### config.mk
export PLATFORM = sky130hd
export DESIGN_NAME = pbuf_port
export DESIGN_NICKNAME = d
export VERILOG_FILES = /design/src/rtl/pbuf_pkg.sv /design/src/rtl/pbuf_cmd_dec.sv /design/src/rtl/pbuf_rd_eng.sv /design/src/rtl/pbuf_wr_eng.sv /design/src/rtl/pbuf_port.sv
export SDC_FILE = /design/constraint.sdc
export NUM_CORES = 1
export LEC_CHECK = 0
export CORE_ASPECT_RATIO = 0.9
export CORE_MARGIN = 2
export CORE_UTILIZATION = 44
export CTS_CLUSTER_SIZE = 30
export DETAILED_ROUTE_END_ITERATION = 12
export DONT_BUFFER_PORTS = 1
export SYNTH_ARGS = -nofsm -noshare
export SYNTH_HDL_FRONTEND = slang
export SYNTH_SLANG_ARGS = --single-unit
### constraint.sdc
create_clock -name clk -period 3 [get_ports clk]
set_input_delay 0.3 -clock clk [delete_from_list [all_inputs] [get_ports clk]]
set_output_delay 0.3 -clock clk [all_outputs]
set_load 0.01 [all_outputs]
### src/rtl/pbuf_pkg.sv
package pbuf_pkg;

   typedef enum logic [1:0] {
      MODE_NONE,
      MODE_CLEAR,
      MODE_READ,
      MODE_WRITE
   } pbuf_mode_e;

   typedef enum logic [1:0] {
      RD_IDLE,
      RD_FETCH,
      RD_SHOW
   } pbuf_rd_st_e;

   typedef enum logic {
      WR_IDLE,
      WR_OPEN
   } pbuf_wr_st_e;

   localparam int SOP_BIT = 0;
   localparam int EOP_BIT = 1;

endpackage

### src/rtl/pbuf_cmd_dec.sv
module pbuf_cmd_dec
   import pbuf_pkg::*;
#(
   parameter int CTRL_W = 32,
   parameter int ADDR_W = 9,
   parameter int STEP_W = 4
) (
   input  logic [CTRL_W-1:0] cmd_word,
   output logic [ADDR_W-1:0] first_line,
   output logic [ADDR_W-1:0] last_line,
   output pbuf_mode_e        mode
);
   localparam int RD_POS  = 2*ADDR_W + STEP_W;
   localparam int WR_POS  = RD_POS + 1;
   localparam int CLR_POS = RD_POS + 2;

   logic unused_ok;
   assign unused_ok = ^cmd_word;

   assign first_line = cmd_word[ADDR_W-1:0];
   assign last_line  = cmd_word[2*ADDR_W-1:ADDR_W];

   always_comb begin
      if (cmd_word[CLR_POS])      mode = MODE_CLEAR;
      else if (cmd_word[RD_POS])  mode = MODE_READ;
      else if (cmd_word[WR_POS])  mode = MODE_WRITE;
      else                        mode = MODE_NONE;
   end
endmodule

### src/rtl/pbuf_rd_eng.sv
module pbuf_rd_eng
   import pbuf_pkg::*;
#(
   parameter int ADDR_W = 9
) (
   input  logic              clk,
   input  logic              rst,
   input  logic              start,
   input  logic              kill,
   input  logic [ADDR_W-1:0] first_line,
   input  logic [ADDR_W-1:0] last_line,
   input  logic              take,
   input  logic              abort,
   output logic              ram_en,
   output logic [ADDR_W-1:0] ram_addr,
   output logic              ready,
   output logic              sop,
   output logic              eop,
   output logic              fin,
   output logic              fail
);
   pbuf_rd_st_e       st;
   logic [ADDR_W-1:0] cur, last_q;
   logic              sop_q;
   logic              at_last, show, hit;

   assign show    = (st == RD_SHOW);
   assign at_last = (cur == last_q);
   assign hit     = show && take;

   always_ff @(posedge clk) begin
      if (rst) begin
         st     <= RD_IDLE;
         cur    <= '0;
         last_q <= '0;
         sop_q  <= 1'b0;
      end else if (start) begin
         st     <= RD_FETCH;
         cur    <= first_line;
         last_q <= last_line;
         sop_q  <= 1'b1;
      end else if (kill) begin
         st <= RD_IDLE;
      end else begin
         case (st)
            RD_FETCH: st <= RD_SHOW;
            RD_SHOW: if (take) begin
               sop_q <= 1'b0;
               if (abort || at_last) st  <= RD_IDLE;
               else                  cur <= cur + ADDR_W'(1);
            end
            default: st <= RD_IDLE;
         endcase
      end
   end

   assign ready    = show;
   assign sop      = show && sop_q;
   assign eop      = show && at_last;
   assign fin      = hit && !abort && at_last;
   assign fail     = hit && abort;
   assign ram_en   = (st == RD_FETCH) || (hit && !abort && !at_last);
   assign ram_addr = (st == RD_FETCH) ? cur : cur + ADDR_W'(1);
endmodule

### src/rtl/pbuf_wr_eng.sv
module pbuf_wr_eng
   import pbuf_pkg::*;
#(
   parameter int ADDR_W = 9
) (
   input  logic              clk,
   input  logic              rst,
   input  logic              start,
   input  logic              kill,
   input  logic [ADDR_W-1:0] first_line,
   input  logic [ADDR_W-1:0] last_line,
   input  logic              valid,
   input  logic              in_sop,
   input  logic              in_eop,
   output logic              ram_en,
   output logic [ADDR_W-1:0] ram_addr,
   output logic              ready,
   output logic              fin,
   output logic              fail
);
   pbuf_wr_st_e       st;
   logic [ADDR_W-1:0] cur, last_q;
   logic              started;
   logic              hit, bad, at_last;

   assign ready   = (st == WR_OPEN);
   assign hit     = ready && valid;
   assign at_last = (cur == last_q);
   assign bad     = hit && in_sop && in_eop && started;

   always_ff @(posedge clk) begin
      if (rst) begin
         st      <= WR_IDLE;
         cur     <= '0;
         last_q  <= '0;
         started <= 1'b0;
      end else if (start) begin
         st      <= WR_OPEN;
         cur     <= first_line;
         last_q  <= last_line;
         started <= 1'b0;
      end else if (kill) begin
         st <= WR_IDLE;
      end else if (hit) begin
         if (bad || in_eop || at_last) begin
            st <= WR_IDLE;
         end else begin
            cur     <= cur + ADDR_W'(1);
            started <= 1'b1;
         end
      end
   end

   assign ram_en   = hit && !bad;
   assign ram_addr = cur;
   assign fin      = hit && !bad && (in_eop || at_last);
   assign fail     = bad;
endmodule

### src/rtl/pbuf_port.sv
module pbuf_port
   import pbuf_pkg::*;
#(
   parameter int DATA_W = 32,
   parameter int ADDR_W = 9,
   parameter int FLAG_W = 4,
   parameter int STEP_W = 4,
   parameter int CTRL_W = 32
) (
   input  logic              clk,
   input  logic              rst,
   input  logic [CTRL_W-1:0] cmd_word,
   input  logic              cmd_go,
   output logic              done,
   output logic              error,
   output logic              ram_en,
   output logic              ram_we,
   output logic [ADDR_W-1:0] ram_addr,
   output logic [DATA_W-1:0] ram_wdata,
   input  logic [DATA_W-1:0] ram_rdata,
   input  logic [DATA_W-1:0] in_data,
   input  logic [FLAG_W-1:0] in_flags,
   input  logic              in_valid,
   output logic              in_ready,
   output logic [DATA_W-1:0] out_data,
   output logic [FLAG_W-1:0] out_flags,
   output logic              out_ready,
   input  logic              out_take,
   input  logic              out_abort
);
   localparam int CMD_BITS = 2*ADDR_W + STEP_W + 3;

   generate
      if (CTRL_W < CMD_BITS) begin : g_bad_ctrl
         $error("pbuf_port: CTRL_W too narrow for the command fields");
      end
      if (FLAG_W < 2) begin : g_bad_flag
         $error("pbuf_port: FLAG_W must hold start and end flags");
      end
      if (ADDR_W < 1 || DATA_W < 1) begin : g_bad_size
         $error("pbuf_port: ADDR_W and DATA_W must be positive");
      end
   endgenerate

   logic [ADDR_W-1:0] first_line, last_line;
   pbuf_mode_e        mode;

   pbuf_cmd_dec #(.CTRL_W(CTRL_W), .ADDR_W(ADDR_W), .STEP_W(STEP_W)) i_dec (
      .cmd_word(cmd_word), .first_line(first_line), .last_line(last_line), .mode(mode)
   );

   logic go_rd, go_wr;
   assign go_rd = cmd_go && (mode == MODE_READ);
   assign go_wr = cmd_go && (mode == MODE_WRITE);

   logic              r_en, r_sop, r_eop, r_fin, r_fail;
   logic [ADDR_W-1:0] r_addr;

   pbuf_rd_eng #(.ADDR_W(ADDR_W)) i_rd (
      .clk(clk), .rst(rst), .start(go_rd), .kill(cmd_go),
      .first_line(first_line), .last_line(last_line),
      .take(out_take), .abort(out_abort),
      .ram_en(r_en), .ram_addr(r_addr), .ready(out_ready),
      .sop(r_sop), .eop(r_eop), .fin(r_fin), .fail(r_fail)
   );

   logic              w_en, w_fin, w_fail;
   logic [ADDR_W-1:0] w_addr;

   pbuf_wr_eng #(.ADDR_W(ADDR_W)) i_wr (
      .clk(clk), .rst(rst), .start(go_wr), .kill(cmd_go),
      .first_line(first_line), .last_line(last_line),
      .valid(in_valid), .in_sop(in_flags[SOP_BIT]), .in_eop(in_flags[EOP_BIT]),
      .ram_en(w_en), .ram_addr(w_addr), .ready(in_ready),
      .fin(w_fin), .fail(w_fail)
   );

   logic unused_ok;
   assign unused_ok = ^in_flags;

   always_ff @(posedge clk) begin
      if (rst) begin
         done  <= 1'b0;
         error <= 1'b0;
      end else if (cmd_go) begin
         done  <= 1'b0;
         error <= 1'b0;
      end else begin
         if (r_fin || w_fin)   done  <= 1'b1;
         if (r_fail || w_fail) error <= 1'b1;
      end
   end

   assign ram_en    = r_en || w_en;
   assign ram_we    = w_en;
   assign ram_addr  = w_en ? w_addr : r_addr;
   assign ram_wdata = in_data;
   assign out_data  = ram_rdata;

   generate
      if (FLAG_W > 2) begin : g_flag_pad
         assign out_flags[FLAG_W-1:2] = '0;
      end
   endgenerate
   assign out_flags[SOP_BIT] = r_sop;
   assign out_flags[EOP_BIT] = r_eop;
endmodule

# Word level (Yosys, flattened, before mapping)
# Index checks and enable logic that the tools add are counted.
[classes]
n_shift = 0
multipliers = 0
bitwise_logic = 2
n_reduce_logical = 41
n_eq_ne = 14
muxes = 27
magnitude_cmp = 0
addsub = 2
div = 0
[ops]
columns = ["op", "n"]
rows = [
  ["9-bit two-way mux", 11],
  ["9-bit by 1-bit adder with 9-bit output (second input constant)", 2],
  ["9-bit == test", 2],
  ["1-bit logical AND", 15],
  ["1-bit two-way mux", 10],
  ["2-bit two-way mux", 5],
  ["3-bit AND reduction", 3],
  ["1-bit logical OR", 8],
  ["2-bit != test (second input constant)", 4],
  ["4-bit != test (second input constant)", 2],
  ["2-bit == test (second input constant)", 3],
  ["2-bit AND reduction", 3],
  ["2-bit nonzero test", 3],
  ["3-bit nonzero test", 2],
  ["2-bit by 1-bit != test with 1-bit output (second input constant)", 2],
  ["2-bit case mux with 2 select lines", 1],
  ["4-bit AND reduction", 1],
  ["2-bit OR reduction", 2],
  ["1-bit zero test", 3],
  ["3-bit OR reduction", 1],
  ["2-bit by 1-bit == test with 1-bit output (second input constant)", 1],
  ["1-bit NOT", 2],
]
[totals]
register_bits = 43
output_inout_bits = 83
mem_count = 0
latchBits = 0
ramBits = 0
rom_bits = 0
elab_cells = 97

# Logic depth before layout (Yosys ltp)
[logic_depth]
word_depth = 10
depth_mapped = 7

# Cells and area by module
# A second synthesis with hierarchy kept.
[unflattened]
cells_unflattened = 381
hier_area_um2 = 3316.9
[by_module_without_submodules]
columns = ["mod", "seq_area_each_um2", "instances", "area_per_inst_um2", "cells_each"]
rows = [
  ["pbuf_rd_eng", 420.4, 1, 1302.5, 144],
  ["pbuf_wr_eng", 400.4, 1, 1119.8, 126],
  ["pbuf_port", 40.0, 1, 740.7, 89],
  ["pbuf_cmd_dec", 0.0, 1, 153.9, 22],
]

# Worst setup path before layout
# OpenSTA, ideal clock, no wires.
[synth_path]
path_kind = "register -> register"
from = "reg i_rd.cur[0]"
to = "reg i_rd.cur[6]"
slack_ps = 1236
t_arrival_ps = 1673
period_less_slack_ps = 1764
path_stages_with_launch = 7
path_buffers = 1
path_cell_list = "dfxtp_1 > clkbuf_2 > xor2_1 > nor4_2 > a311o_1 > or3_1 > a311oi_1"
[synth_via]
elab_chain_len = 6
[synth_lines]
columns = ["item", "line", "text"]
rows = [
  ["from (decl)", "pbuf_rd_eng.sv:23", "logic [ADDR_W-1:0] cur, last_q;"],
  ["from (signal assigned)", "pbuf_rd_eng.sv:39", "cur <= first_line;"],
  ["from (signal assigned)", "pbuf_rd_eng.sv:50", "else cur <= cur + ADDR_W'(1);"],
  ["9-bit by 1-bit adder with 9-bit output", "pbuf_rd_eng.sv:50", ""],
  ["9-bit two-way mux", "pbuf_rd_eng.sv:49", "if (abort || at_last) st <= RD_IDLE;"],
  ["9-bit two-way mux", "pbuf_rd_eng.sv:47", "RD_SHOW: if (take) begin"],
  ["9-bit two-way mux", "pbuf_rd_eng.sv:45", "case (st)"],
  ["9-bit two-way mux", "pbuf_rd_eng.sv:42", "end else if (kill) begin"],
  ["9-bit two-way mux", "pbuf_rd_eng.sv:37", "end else if (start) begin"],
]
# Parallel ways exist; a longest one is shown, timed or not. The select of a mux whose other input is x is not followed.
# A chain may end at the register's enable or synchronous reset.

# Final worst setup path
[layout_path]
from = "reg i_rd.cur[0]"
to = "out ram_addr[8]"
[layout_via]
elab_chain_len = 3
[layout_lines]
columns = ["item", "line", "text"]
rows = [
  ["9-bit by 1-bit adder with 9-bit output", "pbuf_rd_eng.sv:63", "assign ram_addr = (st == RD_FETCH) ? cur : cur + ADDR_W'(1);"],
  ["9-bit two-way mux", "pbuf_rd_eng.sv:63", ""],
  ["9-bit two-way mux", "pbuf_port.sv:96", "assign ram_addr = w_en ? w_addr : r_addr;"],
  ["to (decl)", "pbuf_port.sv:18", "output logic [ADDR_W-1:0] ram_addr,"],
]
# No other way between the ends.

==> reports/results.md <==
| Quantity | Reported |
| --- | --- |
| Outcome | completed |
| CTS tree | yes |
| DRC errors left | 0 |
| Min-Delay Path Class | primary input to register |
| WL/cell | 17.8 µm |
| Number of top-level design ports | 189 |
| CTS hold repair buffers | 0 |
| Fraction of final layout cells with drive strength greater than 1 | 4.97% |
| Sinks on Clock Net | 43 |
| Arrival time at the worst endpoint | 2160 ps |
| Power share of the combinational group | 10.3% |
| Max-cap viol count | 0 |
| Clock tree skew after final layout | 7.88 ps |
| CP Launch Type | register |
| Worst rel slew slack | 31.1% |
| Number of setup violations in the final report | 0 |
| Unique masters post-synth | 48 |
| All-layer global routing usage | 18.9% |
| Launch point of the worst reg-to-reg path | i_rd.st[1] |
| Pleak | 0.933 nW |
| Cell Area, Synth | 3050 µm² |
| Startpoint of the lowest-slack hold path | rst |
| Pwr Density | 452 nW/µm² |
| Share of synthesized area occupied by flip-flops and latches | 28.2% |
| Number of resized instances in the post-cts repair step | 0 |
| Insertion delay to the later sink of the worst-skew pair | 290 ps |
| Clock share of power | 38.9% |
| Achievable clock frequency | 0.406 GHz |
| Post-layout utilization of the core | 40.3% |
| Die boundary width | 91.7 µm |
| Die area | 7610 µm² |
| Routability cong. | 0.840 |
| Final-report hold violation count | 0 |
| Switching part of the total | 25.3% |
| H-tree lvl count | 2 |
| RSZ-0062 raised after global routing | false |
| Type of the worst setup path | register to output pin |
| Area of the core | 6660 µm² |
| Detailed-route via count | 2431 |
| Register share of total power | 50.8% |
| Global-route wire length before repair | 11700 µm |
| Number of flops mapped to enable cells by yosys | 0 |
| Final period util | 82.0% |
| Largest driver fanout on the critical path | 6 |
| Cell-internal power | 0.906 mW |
| Synth-to-layout area growth | -11.9% |
| Count of antenna-violating nets left after detailed routing | 0 |
| # nets final | 429 |
| Number of iterations in the first detailed-routing pass | 5 |
| Number of setup buffers added after CTS | 0 |
| Number of global-route vias before repair | 2336 |
| Detail-routed via count per cell | 5.90 |
| Vertical die dimension | 83.0 µm |
| Min cycle time layout | 2460 ps |
| Top_reg_cell synth | dfxtp_1 |
| Dpl hpwl | 5380 µm |
| Pins over their slew limit | 0 |
| Maximum vdd drop | 0.000215 V |
| ANT cells | 0 |
| Register bit total from synthesis | 43 |
| Root Buffer | clkbuf_8 |
| Std-Cell Rows | 28 |
| Sort of element at the end of the critical path | output pin |
| Maximum number of pins on one net before global-route repair | 59 |
| Post-synth ARST share | 0% |
| Most used cells in the layout excluding fill and tap cells | nand2_1, dfxtp_1, nor2_1, a21oi_1, xor2_1 |
| Clk pin slew, worst setup/hold paths | 90 ps |
| Critical path startpoint | i_rd.cur[0] |
| Yosys warnings | 0 |
| Maximum buffer depth of the clock tree | 2 |
| Most frequent standard cell in the layout excluding fill and tap cells | nand2_1 |
| Actual transition at the worst max-transition pin | 1030 ps |
| Final wirelength | 7340 µm |
| Cells after synthesis | 403 |
| Aggregate global routing overflow | 0 |
| Count of port buffers added during placement | 0 |
| Total clock buffers created by CTS | 5 |
| Worst path required time | 2700 ps |
| Total Negative Setup Slacks | 0 ps |
| Number of antenna violations at the first check in global routing | 0 |
| Initial core utilization | 45.8% |
| Switching pwr | 0.307 mW |
| Avg Inst Size Synth | 7.56 µm² |
| Violation count after the first detailed-routing iteration | 165 |
## critical path, cell delays in order, from the launching register on
cell     delay [ps]
dfxtp_1         520
ha_1            290
nand2_1          80
nor3_1          310
nand2_1         110
xor2_1          160
o21ai_0         390
## sequential cells by signal, summed over array words and instances, names as in the netlist
name / count
i_rd.sop_q: 1
done: 1
i_rd.cur: 9
i_rd.last_q: 9
i_wr.last_q: 9
i_wr.started: 1
i_rd.st: 2
error: 1
i_wr.ready: 1
i_wr.ram_addr: 9
## per-stage QoR
| stage | area [µm²] | worst slack (ps) | power (mW) | instances | hold slack, ps |
|---|---|---|---|---|---|
| 2_1_floorplan | 3050 | 1240 | 0.832 | 404 | 436 |
| 3_3_place_gp | 2570 | 891 | 0.749 | 404 | 377 |
| 3_5_place_dp | 2570 | 832 | 0.753 | 404 | 378 |
| 4_1_cts | 2680 | 554 | 1.22 | 412 | 64.2 |
| 5_1_grt | 2680 | 442 | 1.26 | 412 | 61.0 |
| 6_report | 2680 | 539 | 1.21 | 412 | 68.8 |
## power by group through the flow
stage / Sequential [mW] / Clock (mW) / Combinational (mW)
after global routing: 0.620 / 0.501 / 0.140
after CTS: 0.616 / 0.480 / 0.124
after detailed placement: 0.629 / 0 / 0.124
after floorplan: 0.617 / 0 / 0.214
after global placement: 0.628 / 0 / 0.120
final: 0.616 / 0.472 / 0.125
## worst paths after layout
| kind | to | slack [ps] | cells after the start |
|---|---|---|---|
| worst min-delay path | i_rd.st[0] | 70 | 1 |
| worst min register to register | i_wr.last_q[3] | 470 | 2 |
| worst max-delay path | ram_addr[8] | 540 | 6 |
| worst max register to register | i_rd.cur[1] | 780 | 6 |
## cells in the mapped netlist (2+ instances only)
| cell | count | share of area, % |
|---|---|---|
| buf_1 | 3 | 0.37 |
| nand2_1 | 61 | 7.5 |
| o31ai_1 | 2 | 0.49 |
| a21oi_1 | 24 | 3.9 |
| nor3_1 | 9 | 1.5 |
| clkbuf_2 | 2 | 0.33 |
| ha_1 | 2 | 0.82 |
| xor2_1 | 22 | 6.3 |
| buf_4 | 68 | 17 |
| mux2i_1 | 3 | 0.99 |
| dfxtp_1 | 43 | 28 |
| and2_1 | 2 | 0.41 |
| or4_1 | 3 | 0.74 |
| a211oi_1 | 3 | 0.74 |
| nand2b_1 | 8 | 1.6 |
| or2_2 | 2 | 0.41 |
| nand3b_1 | 6 | 1.5 |
| nand4_1 | 2 | 0.41 |
| nor2b_1 | 4 | 0.82 |
| o311ai_0 | 6 | 1.7 |
| xnor2_1 | 5 | 1.4 |
| clkbuf_1 | 14 | 1.7 |
| o31a_1 | 2 | 0.57 |
| nor4_1 | 10 | 2.1 |
| a31oi_1 | 5 | 1.0 |
| nand3_1 | 5 | 0.82 |
| nor2_1 | 29 | 3.6 |
| nor3b_1 | 8 | 2.0 |
| a311oi_1 | 6 | 1.7 |
| or3_1 | 4 | 0.82 |
| buf_2 | 5 | 0.82 |
| and3_1 | 4 | 0.82 |
| and4_1 | 2 | 0.57 |
| o21ai_0 | 15 | 2.5 |
## per-layer routing
layer | vias up | track usage [%] | part of all wire, %
li1 | 1154 | - | -
met1 | 1125 | 26.1 | 44
met2 | 122 | 26.7 | 42
met3 | 30 | 7.71 | 13
met4 | 0 | 6.51 | 1.9
met5 | - | 0 | 0
## kinds of logic (layout without fill, tap and decap cells)
logic type,after synthesis,in the layout,share of synthesized area (%)
compound gates,69,69,14.5
xor+xnor,27,27,7.76
fa+ha+maj,2,2,0.821
buf+inv,94,12,20.5
flops,43,43,28.2
mux,3,3,0.985
other cells,1,2,0.123
simple gates,164,164,27.1
## area by class of cell
type                            instances  area, µm²
Fill cell                             715       3970
Multi-Input combinational cell        267       1570
Sequential cell                        43        861
Tap cell                               90        113
Clock buffer                            6       82.6
Clock inverter                          2       35.0
Timing Repair Buffer                    3       22.5
Inverter                                1       3.75
(Power assumes the default switching activity.)
